--- config.mk ---
export PLATFORM = sky130hd
export DESIGN_NAME = pam4_txpat_gen
export DESIGN_NICKNAME = d
export VERILOG_FILES = /design/src/rtl/pam4_pat_pkg.sv /design/src/rtl/pam4_period_ctr.sv /design/src/rtl/pam4_beat_builder.sv /design/src/rtl/pam4_txpat_gen.sv
export SDC_FILE = /design/constraint.sdc
export NUM_CORES = 1
export LEC_CHECK = 0
export BUFFER_PORTS_ARGS = -buffer_cell sky130_fd_sc_hd__buf_2
export CORE_UTILIZATION = 40
export CTS_CLUSTER_DIAMETER = 40
export DETAILED_ROUTE_END_ITERATION = 10
export SLEW_MARGIN = 10
export SYNTH_ARGS = -nofsm -noshare
export SYNTH_HDL_FRONTEND = slang
export SYNTH_SLANG_ARGS = --single-unit
--- constraint.sdc ---
create_clock -name clk -period 27.2 [get_ports clk]
set_clock_uncertainty 0.2 [all_clocks]
set_input_delay 5.44 -clock clk [delete_from_list [all_inputs] [get_ports clk]]
set_output_delay 5.44 -clock clk [all_outputs]
set_load 0.005 [all_outputs]
--- src/rtl/pam4_pat_pkg.sv ---
package pam4_pat_pkg;

  typedef enum logic [2:0] {
    PM_HI_TOG = 3'd0,
    PM_LO_TOG = 3'd1,
    PM_JIT    = 3'd2,
    PM_CPAT   = 3'd3,
    PM_MCPAT  = 3'd4
  } pat_mode_e;

  // Unused codes fall back to the high-swing toggle.
  function automatic pat_mode_e decode_mode(input logic [2:0] code);
    case (code)
      3'd1:    return PM_LO_TOG;
      3'd2:    return PM_JIT;
      3'd3:    return PM_CPAT;
      3'd4:    return PM_MCPAT;
      default: return PM_HI_TOG;
    endcase
  endfunction

  // Opening level of each 13-UI jitter group; the closing level is its complement.
  function automatic logic [1:0] jit_open_level(input logic [1:0] grp);
    case (grp)
      2'd0:    return 2'd0;
      2'd1:    return 2'd3;
      2'd2:    return 2'd1;
      default: return 2'd2;
    endcase
  endfunction

endpackage

--- src/rtl/pam4_period_ctr.sv ---
module pam4_period_ctr
  import pam4_pat_pkg::*;
#(
  parameter int UPB        = 8,
  parameter int BPB        = 16,
  parameter int CP_BLOCKS  = 137,
  parameter int MCP_BLOCKS = 65792,
  parameter int JIT_UI     = 52,
  parameter int IDX_W      = 17,
  parameter int BEAT_W     = 4,
  parameter int PH_W       = 6
) (
  input  logic              clk,
  input  logic              rst,
  input  logic              restart,
  input  logic              adv,
  input  pat_mode_e         mode,
  output logic [IDX_W-1:0]  blk_q,
  output logic [IDX_W-1:0]  nxt_blk,
  output logic [BEAT_W-1:0] beat_q,
  output logic [BEAT_W-1:0] nxt_beat,
  output logic [PH_W-1:0]   nxt_jph,
  output logic              period_end
);

  localparam logic [IDX_W-1:0]  CP_LAST   = IDX_W'(CP_BLOCKS - 1);
  localparam logic [IDX_W-1:0]  MCP_LAST  = IDX_W'(MCP_BLOCKS - 1);
  localparam logic [BEAT_W-1:0] BEAT_LAST = BEAT_W'(BPB - 1);
  localparam logic [PH_W:0]     JIT_UI_W  = (PH_W+1)'(JIT_UI);
  localparam logic [PH_W:0]     UPB_W     = (PH_W+1)'(UPB);

  logic [PH_W-1:0] jph_q;
  logic [PH_W:0]   jsum;
  logic [PH_W-1:0] jph_step;
  logic            blk_done;

  always_comb begin
    jsum     = {1'b0, jph_q} + UPB_W;
    jph_step = (jsum >= JIT_UI_W) ? PH_W'(jsum - JIT_UI_W) : PH_W'(jsum);
    blk_done = (beat_q == BEAT_LAST);
  end

  always_comb begin
    case (mode)
      PM_JIT:   period_end = (jph_step == '0);
      PM_CPAT:  period_end = blk_done && (blk_q == CP_LAST);
      PM_MCPAT: period_end = blk_done && (blk_q == MCP_LAST);
      default:  period_end = 1'b1;
    endcase
  end

  always_comb begin
    nxt_blk  = blk_q;
    nxt_beat = beat_q;
    nxt_jph  = jph_q;
    if (restart) begin
      nxt_blk  = '0;
      nxt_beat = '0;
      nxt_jph  = '0;
    end else if (adv) begin
      case (mode)
        PM_JIT: nxt_jph = jph_step;
        PM_CPAT, PM_MCPAT: begin
          nxt_beat = blk_done ? '0 : beat_q + BEAT_W'(1);
          nxt_blk  = blk_done ? blk_q + IDX_W'(1) : blk_q;
        end
        default: ;
      endcase
    end
  end

  always_ff @(posedge clk) begin
    if (rst) begin
      blk_q  <= '0;
      beat_q <= '0;
      jph_q  <= '0;
    end else if (restart || adv) begin
      blk_q  <= nxt_blk;
      beat_q <= nxt_beat;
      jph_q  <= nxt_jph;
    end
  end

endmodule

--- src/rtl/pam4_beat_builder.sv ---
module pam4_beat_builder
  import pam4_pat_pkg::*;
#(
  parameter int UPB         = 8,
  parameter int JIT_UI      = 52,
  parameter int JIT_SET_UI  = 13,
  parameter int JIT_HOLD_UI = 7,
  parameter int PH_W        = 6
) (
  input  pat_mode_e        mode,
  input  logic [PH_W-1:0]  jph,
  output logic [2*UPB-1:0] beat
);

  localparam logic [PH_W:0] JIT_UI_W = (PH_W+1)'(JIT_UI);
  localparam logic [PH_W:0] SET_W    = (PH_W+1)'(JIT_SET_UI);
  localparam logic [PH_W:0] HOLD_W   = (PH_W+1)'(JIT_HOLD_UI);

  for (genvar k = 0; k < UPB; k++) begin : g_ui
    logic [PH_W:0] pos_raw;
    logic [PH_W:0] pos;
    logic [PH_W:0] off;
    logic [1:0]    grp;
    logic [1:0]    open_lvl;
    logic [1:0]    sym;

    always_comb begin
      pos_raw  = {1'b0, jph} + (PH_W+1)'(k);
      pos      = (pos_raw >= JIT_UI_W) ? pos_raw - JIT_UI_W : pos_raw;
      grp      = 2'(pos / SET_W);
      off      = pos % SET_W;
      open_lvl = jit_open_level(grp);
      case (mode)
        PM_HI_TOG: sym = (k % 2 == 1) ? 2'b11 : 2'b00;
        PM_LO_TOG: sym = (k % 2 == 1) ? 2'b10 : 2'b01;
        PM_JIT:    sym = (off < HOLD_W) ? open_lvl : ~open_lvl;
        default:   sym = 2'b00;
      endcase
    end

    assign beat[2*k +: 2] = sym;
  end

endmodule

--- src/rtl/pam4_txpat_gen.sv ---
module pam4_txpat_gen
  import pam4_pat_pkg::*;
#(
  parameter int UI_PER_BEAT = 8,
  parameter int BLOCK_UI    = 128,
  parameter int CP_BLOCKS   = 137,
  parameter int MCP_BLOCKS  = 65792,
  parameter int JIT_SET_UI  = 13,
  parameter int JIT_HOLD_UI = 7,
  localparam int JIT_UI     = 4 * JIT_SET_UI,
  localparam int BPB        = BLOCK_UI / UI_PER_BEAT,
  localparam int IDX_W      = $clog2(MCP_BLOCKS > CP_BLOCKS ? MCP_BLOCKS : CP_BLOCKS),
  localparam int BEAT_W     = $clog2(BPB),
  localparam int PH_W       = $clog2(JIT_UI)
) (
  input  logic                     clk,
  input  logic                     rst,
  input  logic [2:0]               mode_i,
  input  logic                     start_i,
  input  logic                     ready_i,
  output logic                     valid_o,
  output logic [2*UI_PER_BEAT-1:0] data_o,
  output logic [IDX_W-1:0]         blk_idx_o,
  output logic [BEAT_W-1:0]        blk_beat_o,
  output logic                     blk_last_o
);

  localparam logic [IDX_W-1:0]  CP_LAST   = IDX_W'(CP_BLOCKS - 1);
  localparam logic [IDX_W-1:0]  MCP_LAST  = IDX_W'(MCP_BLOCKS - 1);
  localparam logic [BEAT_W-1:0] BEAT_LAST = BEAT_W'(BPB - 1);

  logic                     valid_q;
  pat_mode_e                mode_q;
  logic [2*UI_PER_BEAT-1:0] data_q;
  logic                     last_q;

  logic                     xfer, begin_run, period_end, restart, adv;
  pat_mode_e                nxt_mode;
  logic [2*UI_PER_BEAT-1:0] nxt_data;
  logic [IDX_W-1:0]         cur_blk, nxt_blk;
  logic [BEAT_W-1:0]        cur_beat, nxt_beat;
  logic [PH_W-1:0]          nxt_jph;
  logic                     nxt_last;

  always_comb begin
    xfer      = valid_q && ready_i;
    begin_run = !valid_q && start_i;
    restart   = begin_run || (xfer && period_end);
    adv       = xfer && !period_end;
    nxt_mode  = restart ? decode_mode(mode_i) : mode_q;
    nxt_last  = (nxt_beat == BEAT_LAST) &&
                (((nxt_mode == PM_CPAT)  && (nxt_blk == CP_LAST)) ||
                 ((nxt_mode == PM_MCPAT) && (nxt_blk == MCP_LAST)));
  end

  pam4_period_ctr #(
    .UPB        (UI_PER_BEAT),
    .BPB        (BPB),
    .CP_BLOCKS  (CP_BLOCKS),
    .MCP_BLOCKS (MCP_BLOCKS),
    .JIT_UI     (JIT_UI),
    .IDX_W      (IDX_W),
    .BEAT_W     (BEAT_W),
    .PH_W       (PH_W)
  ) u_ctr (
    .clk        (clk),
    .rst        (rst),
    .restart    (restart),
    .adv        (adv),
    .mode       (mode_q),
    .blk_q      (cur_blk),
    .nxt_blk    (nxt_blk),
    .beat_q     (cur_beat),
    .nxt_beat   (nxt_beat),
    .nxt_jph    (nxt_jph),
    .period_end (period_end)
  );

  pam4_beat_builder #(
    .UPB         (UI_PER_BEAT),
    .JIT_UI      (JIT_UI),
    .JIT_SET_UI  (JIT_SET_UI),
    .JIT_HOLD_UI (JIT_HOLD_UI),
    .PH_W        (PH_W)
  ) u_build (
    .mode (nxt_mode),
    .jph  (nxt_jph),
    .beat (nxt_data)
  );

  always_ff @(posedge clk) begin
    if (rst) begin
      valid_q <= 1'b0;
      mode_q  <= PM_HI_TOG;
      data_q  <= '0;
      last_q  <= 1'b0;
    end else if (restart || adv) begin
      valid_q <= 1'b1;
      mode_q  <= nxt_mode;
      data_q  <= nxt_data;
      last_q  <= nxt_last;
    end
  end

  assign valid_o    = valid_q;
  assign data_o     = data_q;
  assign blk_idx_o  = cur_blk;
  assign blk_beat_o = cur_beat;
  assign blk_last_o = last_q;

endmodule

After elaboration in Yosys (flattened, before gate mapping)
Index checks and enable logic that the tools add are counted.
{"block": "word_totals", "output_inout_bits": 39, "input_bits": 7, "regBits": 48}
{"block": "classes", "n_reduce_logical": 25, "n_lt_le_gt_ge": 17, "n_bitwise": 8, "div": 16, "mux": 47, "addsub": 19, "eq_ne": 33}
{"cell": "$pmux 2 s3", "n": 12}
{"cell": "$mux 17", "n": 4}
{"cell": "$div 7x4->7 const B", "n": 8}
{"cell": "$ge 7x6->1 const B", "n": 8}
{"cell": "$lt 7x3->1 const B", "n": 8}
{"cell": "$mod 7x4->7 const B", "n": 8}
{"cell": "$mux 7", "n": 8}
{"cell": "$sub 7x6->7 const B", "n": 7}
{"cell": "$eq 17x17->1 const B", "n": 2}
{"cell": "$eq 17x8->1 const B", "n": 2}
{"cell": "$add 6x3->7 const B", "n": 4}
{"cell": "$mux 6", "n": 4}
{"cell": "$eq 3x2->1 const B", "n": 6}
{"cell": "$add 17x1->17 const B", "n": 1}
{"cell": "$eq 2x1->1 const B", "n": 8}
{"cell": "$eq 2x2->1 const B", "n": 8}
{"cell": "$logic_not 2->1", "n": 8}
{"cell": "$mux 2", "n": 8}
{"cell": "$mux 4", "n": 4}
{"cell": "$not 2->2", "n": 8}
{"cell": "$pmux 2 s2", "n": 4}
{"cell": "$add 6x2->7 const B", "n": 2}
{"cell": "$pmux 3 s4", "n": 1}
{"cell": "$eq 3x3->1 const B", "n": 3}
{"cell": "16 further kinds", "n": 29}

Longest topological paths before layout
Gate-level depths: netlist of the first run.
{"block": "logic_depth", "ltp_word": 18, "mapped_depth": 44, "ltp_nobuf": 41}

Cells and area by module
From an unflattened synthesis of the first run, not the netlist that was laid out.
{"block": "hier_totals", "hier_cells": 1255, "hier_area_um2": 8793.4}
{"mod": "pam4_beat_builder", "area_per_inst_um2": 6261.0, "n_inst": 1, "cells_each": 934, "seq_area_each_um2": 0.0}
{"mod": "pam4_period_ctr", "area_per_inst_um2": 1607.8, "n_inst": 1, "cells_each": 205, "seq_area_each_um2": 540.5}
{"mod": "pam4_txpat_gen", "area_per_inst_um2": 924.6, "n_inst": 1, "cells_each": 116, "seq_area_each_um2": 420.4}

Least setup slack after synthesis of the first run
OpenSTA, ideal clock, no wires.
{"block": "synth_path", "path_kind": "in2reg", "from": "in ready_i", "to": "reg data_q[10], in the netlist data_o[10]", "path_stages": 38, "required_time_ns": 26.880, "arrival_ns": 13.193, "n_path_buf": 2, "setup_slack_ns": 13.688, "setup_ns": 0.120, "cell_sequence": "and2_1 clkbuf_1 nor3b_1 nor2_1 nand2_1 nor2_1 nand2_1 inv_1 clkbuf_1 ha_1 nand2_1 nor3_1 nor2_1 xnor2_2 inv_1 ha_1 o32ai_2 o31a_2 (+2 left out) ha_1 nand2b_1 a2111oi_0 nand3_1 o211ai_1 nand3_1 a21oi_2 or3_4 inv_4 maj3_1 and2_1 o21ai_0 nand3_1 ha_1 nand2_1 nor2_1 mux2_1 o31a_1"}
{"block": "synth_via", "elab_chain_len": 13, "word_cells_on_any_way": 25, "cone_classes": "add/sub (2); div (2); order compare (2); eq/ne (4); mux (7); bitwise (1); reduce/logical (7)"}
{"element": "from (decl)", "line": "pam4_txpat_gen.sv:20", "source": "input logic ready_i,"}
{"element": "$logic_and 1x1->1 *", "line": "pam4_txpat_gen.sv:46", "source": "xfer = valid_q && ready_i;"}
{"element": "$logic_and 1x1->1, on equally long branches", "line": "pam4_txpat_gen.sv:49, pam4_txpat_gen.sv:48"}
{"element": "$mux 6 / $logic_or 1x1->1 (equally long branches)", "line": "pam4_period_ctr.sv:60, pam4_txpat_gen.sv:48"}
{"element": "$mux 6 *", "line": "pam4_period_ctr.sv:56", "source": "if (restart) begin"}
{"element": "net nxt_jph[1]", "line": "pam4_txpat_gen.sv:42", "source": "logic [PH_W-1:0] nxt_jph;"}
{"element": "$add 6x3->7 *", "line": "pam4_beat_builder.sv:28", "source": "pos_raw = {1'b0, jph} + (PH_W+1)'(k);"}
{"element": "$sub 7x6->7 / $ge 7x6->1 (equally long branches)", "line": "pam4_beat_builder.sv:29", "source": "pos = (pos_raw >= JIT_UI_W) ? pos_raw - JIT_UI_W : pos_raw;"}
{"element": "$mux 7 *", "line": "pam4_beat_builder.sv:29"}
{"element": "branches (longest 4 deep; another with $mod 7x4->7)"}
{"element": "$mux 2 *", "line": "pam4_beat_builder.sv:36", "source": "PM_JIT: sym = (off < HOLD_W) ? open_lvl : ~open_lvl;"}
{"element": "$pmux 2 s3 *", "line": "pam4_beat_builder.sv:33", "source": "case (mode)"}
{"element": "to (signal assigned)", "line": "pam4_txpat_gen.sv:100", "source": "data_q <= nxt_data;"}
{"element": "to (decl)", "line": "pam4_txpat_gen.sv:34", "source": "logic [2*UI_PER_BEAT-1:0] data_q;"}
Mark *: on every way through the listed nets, which the timed path passes.
A chain may end at the register's enable or synchronous reset.

Final worst setup path of the first run
{"block": "layout_path", "from": "in ready_i", "to": "reg data_q[2], in the netlist data_o[2]"}
{"block": "layout_via", "elab_chain_len": 13, "word_cells_on_any_way": 25, "cone_classes": "add/sub (2); div (2); order compare (2); eq/ne (4); mux (7); bitwise (1); reduce/logical (7)"}
{"element": "$logic_and 1x1->1 *", "line": "pam4_txpat_gen.sv:46"}
{"element": "branches (longest 12 deep; another with $add 6x1->7)"}
Every way passes the cells marked *.

==> results of run 1 <==
## metal layers
metal / routed length (um) / global-route usage, % / up-vias / part of all wire (%)
li1: - / - / 5817 / -
met1: 15400 / 30.38 / 5502 / 47
met2: 14910 / 38.42 / 354 / 46
met3: 1473 / 1.654 / 43 / 4.5
met4: 707 / 6.342 / 0 / 2.2
met5: 0 / 0 / - / 0
## state kept, by name (all words and copies together), names as in the netlist
name          cells
mode_q            3
u_ctr.blk_q      17
valid_o           1
data_o           16
u_ctr.beat_q      4
blk_last_o        1
u_ctr.jph_q       6
## per-stage QoR
stage | power (mW) | hold WS, ns
after global routing | 0.1792 | 0.3050
after global placement | 0.1011 | 0.2385
after CTS | 0.1736 | 0.2709
final | 0.1718 | 0.2586
after detailed placement | 0.1013 | 0.2489
after floorplan | 0.09131 | 0.2419
## final timing paths
kind	cells after the start	slack [ns]	to
hold / removal	2	0.26	data_o[9]
hold reg to reg	2	0.26	data_o[9]
setup / recovery	36	13.83	data_o[2]
setup reg to reg	36	17.59	data_o[12]
## worst register-to-register path: cells and delay by family (launching register included)
family	cells	cell delay, ns
AO/OA/AOI/OAI	10	2.56
XOR/XNOR	1	0.33
adder cells (fa/ha/maj)	6	1.81
buffers and inverters	5	0.92
flip-flops	1	0.57
multiplexers	1	0.54
AND/OR/NAND/NOR	13	2.64
## cells in the final DEF, fill, tap and decap left out, drive strengths merged, types with 11 or more instances in the layout
cell / instances
nand3: 82
a21o: 12
o31ai: 11
mux2i: 33
nor2: 165
nor2b: 16
or3: 19
xnor2: 63
nor3: 54
a22oi: 11
a211oi: 23
nor4: 21
mux2: 12
o21a: 19
a31oi: 22
nor3b: 13
ha: 82
and3: 23
buf: 60
xor2: 14
and2: 15
a211o: 15
o22ai: 12
dfxtp: 48
nand2: 126
or2: 19
a21oi: 74
nand2b: 24
o21ai: 88
nand4: 23
o211ai: 31
inv: 68
## cells by family after synthesis
family,after synthesis
simple gates,643
compound gates,484
buf+inv,136
fa+ha+maj,86
xor+xnor,77
flops,48
mux,45
## layout make-up
| class | count | area, sq um |
|---|---|---|
| timing repair buffer | 60 | 337.8 |
| fill | 2811 | 15340 |
| multi-input combinational | 1335 | 9389 |
| inverter | 70 | 267.8 |
| sequential | 48 | 960.9 |
| clock buffer | 6 | 138.9 |
| tap | 341 | 426.7 |
| clock inverter | 2 | 15.01 |
## power by group
| group | leakage (nW) | switching (mW) | internal [mW] |
|---|---|---|---|
| registers | 0.390 | 0.00153 | 0.0724 |
| clock network | 0.0691 | 0.0351 | 0.0369 |
| logic | 3.97 | 0.0174 | 0.00849 |
| total | 4.43 | 0.0540 | 0.118 |
==> impl_table.tex, run 1 <==
\begin{tabular}{lr}
\hline
Metric & Value \\
\hline
\multicolumn{2}{l}{\textbf{STA}} \\
\quad Sum Neg Setup Slack & 0 ns \\
\quad Share of the clock period used by the worst path after layout & 49.16\% \\
\quad Minimum period implied by the final worst setup slack & 13.37 ns \\
\quad Count of pins over their slew limit & 0 \\
\quad Setup ws final & 13.83 ns \\
\quad Slew headroom & 34.08\% \\
\quad Highest achievable clock rate & 74.79 MHz \\
\quad \# setup viols final & 0 \\
\quad Number of endpoints with negative hold slack in the final report & 0 \\
\quad Worst-margin pin slew & 0.9888 ns \\
\quad Unrepaired setup endpoints after global routing & no \\
\multicolumn{2}{l}{\textbf{Detailed routing}} \\
\quad Vias & 11.72k \\
\quad Detailed-route DRC error count & 0 \\
\quad Count of routing violations after the opening detailed-route iteration & 972 \\
\quad Final WL & 32490 um \\
\quad Via density per instance & 6.292 \\
\quad Number of iterations in the first detailed-routing pass & 5 \\
\quad Antenna Violating Nets Remaining & 0 \\
\quad Routed length per instance & 17.45 um \\
\multicolumn{2}{l}{\textbf{Synth}} \\
\quad Top cell type's share of synthesized area & 9.395\% \\
\quad Post-synth cell types & 134 \\
\quad Cell accounting for the most synthesized area & sky130\_fd\_sc\_hd\_\_ha\_1 \\
\quad Combinational family with the most area after synthesis & compound AO/OA/AOI/OAI gates \\
\quad Adder-Cell Fraction of Synth Area & 9.773\% \\
\quad Most used DFF post-synth & sky130\_fd\_sc\_hd\_\_dfxtp\_1 \\
\quad Fraction of synthesized cell area in xor and xnor cells & 7.000\% \\
\quad Top cells by instance count after synthesis & sky130\_fd\_sc\_hd\_\_nor2\_1, sky130\_fd\_sc\_hd\_\_nand2\_1, sky130\_fd\_sc\_hd\_\_ha\_1 \\
\quad Synth Warn \# & 0 \\
\quad Synthesized netlist net count & 1608 \\
\quad Mean cell area of the mapped netlist & 7.189 sq um \\
\quad Cell types occupying the most area after synthesis & sky130\_fd\_sc\_hd\_\_ha\_1, sky130\_fd\_sc\_hd\_\_dfxtp\_1, sky130\_fd\_sc\_hd\_\_nor2\_1, sky130\_fd\_sc\_hd\_\_nand2\_1, sky130\_fd\_sc\_hd\_\_xnor2\_1 \\
\quad Count of flip-flops with a built-in enable after synthesis & 0 \\
\quad Async set-reset flop share out of synthesis & 0\% \\
\quad Area share of and/or/nand/nor cells after synthesis & 30.48\% \\
\quad Most used standard cell by instance count after synthesis & sky130\_fd\_sc\_hd\_\_nor2\_1 \\
\quad Sequential element share of the synthesized area & 8.799\% \\
\quad Number of instances in the synthesized netlist & 1519 \\
\quad Post-synthesis cell area & 10920 sq um \\
\quad Complex-gate fraction of the synthesized area & 34.26\% \\
\quad Seq cells post-synth & 48 \\
\quad Multiplexer fraction of the synthesized cell area & 4.445\% \\
\multicolumn{2}{l}{\textbf{Layout}} \\
\quad Layout Utilization & 42.92\% \\
\quad Post-layout instance area & 11540 sq um \\
\quad Fraction of layout cells with a size suffix above 1 & 12.29\% \\
\quad Synthesis-to-layout area growth & 5.637\% \\
\quad Antenna cells & 0 \\
\quad Number of nets in the final layout & 1609 \\
\quad Number of non-filler instances in the completed layout & 1862 \\
\multicolumn{2}{l}{\textbf{Placed design}} \\
\quad Placer Congestion & 0.9515 \\
\quad Post-place instance area & 11380 sq um \\
\quad Post-Place Cells & 1854 \\
\quad Count of port buffers added during placement & 45 \\
\quad Setup slack at placement & 13.49 ns \\
\quad Dpl hpwl & 24290 um \\
\multicolumn{2}{l}{\textbf{Power}} \\
\quad Static leakage power & 4.425 nW \\
\quad Worst-case vdd ir drop & 0.00001990 V \\
\quad Pwr dens & 14.89 nW/um\^{}2 \\
\multicolumn{2}{l}{\textbf{Clock tree}} \\
\quad Inserted Clock Buffers & 5 \\
\quad Clock tree sinks & 48 \\
\quad H-tree levels & 2 \\
\quad Clk\_lat worst skew & 0.32 ns \\
\quad Clk buf depth & 2 \\
\quad Register clock-pin slew on the reported worst setup and hold paths & 0.09 ns \\
\quad Library cell used as clock root buffer & sky130\_fd\_sc\_hd\_\_clkbuf\_16 \\
\quad Number of hold buffers added after CTS & 0 \\
\quad TritonCTS clock tree & built \\
\quad Number of gates resized after cts & 0 \\
\quad Number of buffers inserted by post-CTS setup repair & 0 \\
\multicolumn{2}{l}{\textbf{Worst setup path}} \\
\quad WP buf/inv & 6 \\
\quad Data required time at the worst endpoint & 27.25 ns \\
\quad CP startpoint kind & input pin \\
\quad Signal arrival time at the worst endpoint & 13.42 ns \\
\quad Category of the worst setup path capture point & flop \\
\quad Max Fanout on Critical Path & 19 \\
\quad Slowest CP cell & sky130\_fd\_sc\_hd\_\_a31oi\_1 \\
\quad Launching element of the worst setup path & ready\_i \\
\quad R2R Path Start & u\_ctr.jph\_q[3] \\
\quad CP max stage delay & 0.63 ns \\
\quad Critical path start-end classification & in2reg \\
\quad Top delay family on crit path & simple AND/OR/NAND/NOR gates \\
\multicolumn{2}{l}{\textbf{Worst hold path}} \\
\quad Min-delay src & data\_o[9] \\
\quad Type of the tightest min-delay check & reg2reg \\
\multicolumn{2}{l}{\textbf{Floorplanning}} \\
\quad Top Ports & 46 \\
\quad Die footprint & 27970 sq um \\
\quad Number of rows created at floorplan & 60 \\
\quad Height of the chip & 167.2 um \\
\quad Initial Utilization & 40.63\% \\
\quad Placeable core region & 26880 sq um \\
\quad X dimension of the die & 167.2 um \\
\multicolumn{2}{l}{\textbf{Global route}} \\
\quad First-pass GRT wire length & 52860 um \\
\quad Antenna violations before repair & 0 \\
\quad Pin count of the biggest net entering global routing & 35 \\
\quad Number of global-route vias before repair & 10.47k \\
\quad Overall fraction of global-route tracks in use & 22.53\% \\
\quad Aggregate global routing overflow & 0 \\
\multicolumn{2}{l}{\textbf{Run}} \\
\quad Number of maximum-capacitance constraint violations & 0 \\
\multicolumn{2}{l}{\textbf{Outcome}} \\
\quad Result of the run & finished clean \\
\hline
\end{tabular}
No activity file was read; power rests on OpenSTA's default activity.
==> run 2, diff against run 1 <==
==> constraint.sdc (replaced) <==
create_clock -name clk -period 11.75 [get_ports clk]
set_clock_uncertainty 0.2 [all_clocks]
set_input_delay 2.35 -clock clk [delete_from_list [all_inputs] [get_ports clk]]
set_output_delay 2.35 -clock clk [all_outputs]
set_load 0.005 [all_outputs]
==> run 2 against run 1 <==
Final cell count shrank 0.11%. Die area unchanged. Sequential share of layout area about the same. Total power rose by 140%. Global-route usage grew 0.28 points.
==> impl_table.tex, run 2 (same netlist as run 1, synthesis figures left out) <==
\begin{tabular}{lr}
\hline
Metric & Value \\
\hline
\multicolumn{2}{l}{\textbf{Worst setup path}} \\
\quad Most common cell type on the critical path & sky130\_fd\_sc\_hd\_\_nand2\_1 \\
\quad Max Fanout on Critical Path & 29 \\
\quad Slowest CP cell & sky130\_fd\_sc\_hd\_\_mux2i\_2 \\
\quad Register-to-register path setup slack & 1.97 ns \\
\quad Critical path start-end classification & in2reg \\
\quad CP max stage delay & 0.55 ns \\
\quad Category of the worst setup path capture point & flop \\
\quad CP startpoint kind & input pin \\
\quad Worst reg2reg path depth & 38 \\
\quad Signal arrival time at the worst endpoint & 10.34 ns \\
\quad Destination of the worst register-to-register timing path & data\_o[13] \\
\quad R2R Path Start & u\_ctr.jph\_q[3] \\
\quad Data required time at the worst endpoint & 11.74 ns \\
\multicolumn{2}{l}{\textbf{Clock tree}} \\
\quad Register clock-pin slew on the reported worst setup and hold paths & 0.09 ns \\
\quad Clock tree sinks & 48 \\
\quad Number of buffers inserted by post-CTS setup repair & 0 \\
\quad H-tree levels & 2 \\
\quad Number of hold buffers added after CTS & 0 \\
\quad Number of gates resized after cts & 0 \\
\quad Clk buf depth & 2 \\
\quad TritonCTS clock tree & built \\
\quad Clk\_lat worst skew & 0.32 ns \\
\quad Library cell used as clock root buffer & sky130\_fd\_sc\_hd\_\_clkbuf\_16 \\
\quad Inserted Clock Buffers & 5 \\
\multicolumn{2}{l}{\textbf{Detailed routing}} \\
\quad Antenna Violating Nets Remaining & 0 \\
\quad Final WL & 32790 um \\
\quad Via density per instance & 6.285 \\
\quad Detailed-route DRC error count & 0 \\
\quad Count of routing violations after the opening detailed-route iteration & 984 \\
\quad Number of iterations in the first detailed-routing pass & 5 \\
\quad Routed length per instance & 17.63 um \\
\quad Vias & 11.69k \\
\multicolumn{2}{l}{\textbf{Power}} \\
\quad Share of power burned in registers & 40.8\% \\
\quad Net switching power figure & 124.5 uW \\
\quad Static leakage power & 4.433 nW \\
\quad Part of the power in combinational logic & 14.3\% \\
\quad Pwr dens & 36.29 nW/um\^{}2 \\
\quad Power share of the clock group & 44.9\% \\
\quad Switching share of power & 29.71\% \\
\quad Worst-case vdd ir drop & 0.00006015 V \\
\quad Power Internal & 294.5 uW \\
\multicolumn{2}{l}{\textbf{Layout}} \\
\quad Fill cell count & 2791 \\
\quad Area of the multi-input gates & 9389 sq um \\
\quad Fraction of layout cells with a size suffix above 1 & 12.18\% \\
\quad Layout Utilization & 42.96\% \\
\quad Storage element area & 960.9 sq um \\
\quad Number of non-filler instances in the completed layout & 1860 \\
\quad Number of nets in the final layout & 1607 \\
\quad Number of flip-flops under the largest register name & 17 \\
\quad Commonest non-fill, non-tap cell in the layout & sky130\_fd\_sc\_hd\_\_nor2\_1 \\
\quad Leading cell types in the layout, fill and taps excluded & sky130\_fd\_sc\_hd\_\_nor2\_1, sky130\_fd\_sc\_hd\_\_nand2\_1, sky130\_fd\_sc\_hd\_\_ha\_1 \\
\quad Largest register by flop count & u\_ctr.blk\_q \\
\quad Antenna cells & 0 \\
\quad Synthesis-to-layout area growth & 5.717\% \\
\multicolumn{2}{l}{\textbf{STA}} \\
\quad Setup ws final & 1.406 ns \\
\quad Share of the clock period used by the worst path after layout & 88.03\% \\
\quad Highest achievable clock rate & 96.68 MHz \\
\quad Count of pins over their slew limit & 0 \\
\quad Minimum period implied by the final worst setup slack & 10.34 ns \\
\quad \# setup viols final & 0 \\
\quad Unrepaired setup endpoints after global routing & no \\
\quad Worst-margin pin slew & 1.054 ns \\
\quad Sum Neg Setup Slack & 0 ns \\
\quad Number of endpoints with negative hold slack in the final report & 0 \\
\quad Slew headroom & 29.72\% \\
\multicolumn{2}{l}{\textbf{Global route}} \\
\quad First-pass GRT wire length & 53540 um \\
\quad Overall fraction of global-route tracks in use & 22.81\% \\
\quad Pin count of the biggest net entering global routing & 35 \\
\quad Antenna violations before repair & 0 \\
\quad Number of global-route vias before repair & 10.59k \\
\quad Aggregate global routing overflow & 0 \\
\multicolumn{2}{l}{\textbf{Worst hold path}} \\
\quad Instance count along the most critical hold path & 2 \\
\quad Type of the tightest min-delay check & reg2reg \\
\quad Worst Hold Path EP & data\_o[9] \\
\quad Min-delay src & data\_o[9] \\
\multicolumn{2}{l}{\textbf{Placed design}} \\
\quad Placer Congestion & 0.9193 \\
\quad Setup slack at placement & 1.182 ns \\
\quad Count of port buffers added during placement & 45 \\
\quad Dpl hpwl & 24330 um \\
\quad Post-Place Cells & 1852 \\
\multicolumn{2}{l}{\textbf{Floorplanning}} \\
\quad Top Ports & 46 \\
\quad X dimension of the die & 167.2 um \\
\quad Number of rows created at floorplan & 60 \\
\quad Height of the chip & 167.2 um \\
\quad Placeable core region & 26880 sq um \\
\quad Initial Utilization & 40.63\% \\
\quad Die footprint & 27970 sq um \\
\multicolumn{2}{l}{\textbf{Run}} \\
\quad Number of maximum-capacitance constraint violations & 0 \\
\multicolumn{2}{l}{\textbf{Outcome}} \\
\quad Result of the run & finished clean \\
\hline
\end{tabular}
[run 2: cell types whose count changed in the layout (fill, tap and decap cells not counted), sizes merged]
cell | before | now
clkinvlp | 2 | 0
clkinv | 2 | 3
buf | 60 | 58
bufinv | 0 | 1
[run 2: final cells by class]
class	count	share of cell area (%)
tap	341	3.696
sequential	48	8.323
timing repair buffer	58	2.796
multi-input combinational	1335	81.33
clock buffer	6	1.203
clock inverter	2	0.3360
inverter	70	2.319
[run 2: worst max-delay path, delay by kind of cell]
kind,cells,cell delay [ns]
multiplexers,1,0.55
AND/OR/NAND/NOR,16,3.06
adder cells (fa/ha/maj),4,1.11
XOR/XNOR,1,0.22
AO/OA/AOI/OAI,10,2.13
buffers and inverters,5,0.87
[run 2: power by group through the flow]
| stage | clock network (mW) | registers [mW] | logic (mW) |
|---|---|---|---|
| final | 0.188 | 0.171 | 0.0599 |
| after global routing | 0.195 | 0.172 | 0.0660 |
| after CTS | 0.191 | 0.171 | 0.0602 |
| after detailed placement | 0 | 0.175 | 0.0599 |
| after global placement | 0 | 0.175 | 0.0599 |
| after floorplan | 0 | 0.175 | 0.0368 |
[run 2: worst max-delay path by stage]
stage | from | end | slack [ns] | cells past startpoint
after CTS | ready_i | data_o[10] | 1.50 | 37
final | ready_i | data_o[13] | 1.41 | 37
after global routing | ready_i | data_o[12] | 0.67 | 37
after detailed placement | ready_i | data_o[10] | 1.18 | 37
after floorplan | ready_i | data_o[10] | 1.33 | 38
after global placement | ready_i | data_o[13] | 1.26 | 37
[run 2: metrics by stage]
step	area, sq um	hold slack [ns]	power (mW)
after floorplan	10920	0.2419	0.2114
after CTS	11540	0.2707	0.4221
after detailed placement	11370	0.2524	0.2348
after global routing	11540	0.3042	0.4326
after global placement	11370	0.2351	0.2347
final	11540	0.2592	0.4190
[run 2: layer usage]
metal | vias up | part of all wire [%] | wire [um] | global-route usage (%)
li1 | 5784 | - | - | -
met1 | 5502 | 47 | 15530 | 31.09
met2 | 344 | 46 | 15070 | 38.62
met3 | 60 | 4.4 | 1458 | 1.678
met4 | 0 | 2.2 | 725 | 6.103
met5 | - | 0 | 0 | 0
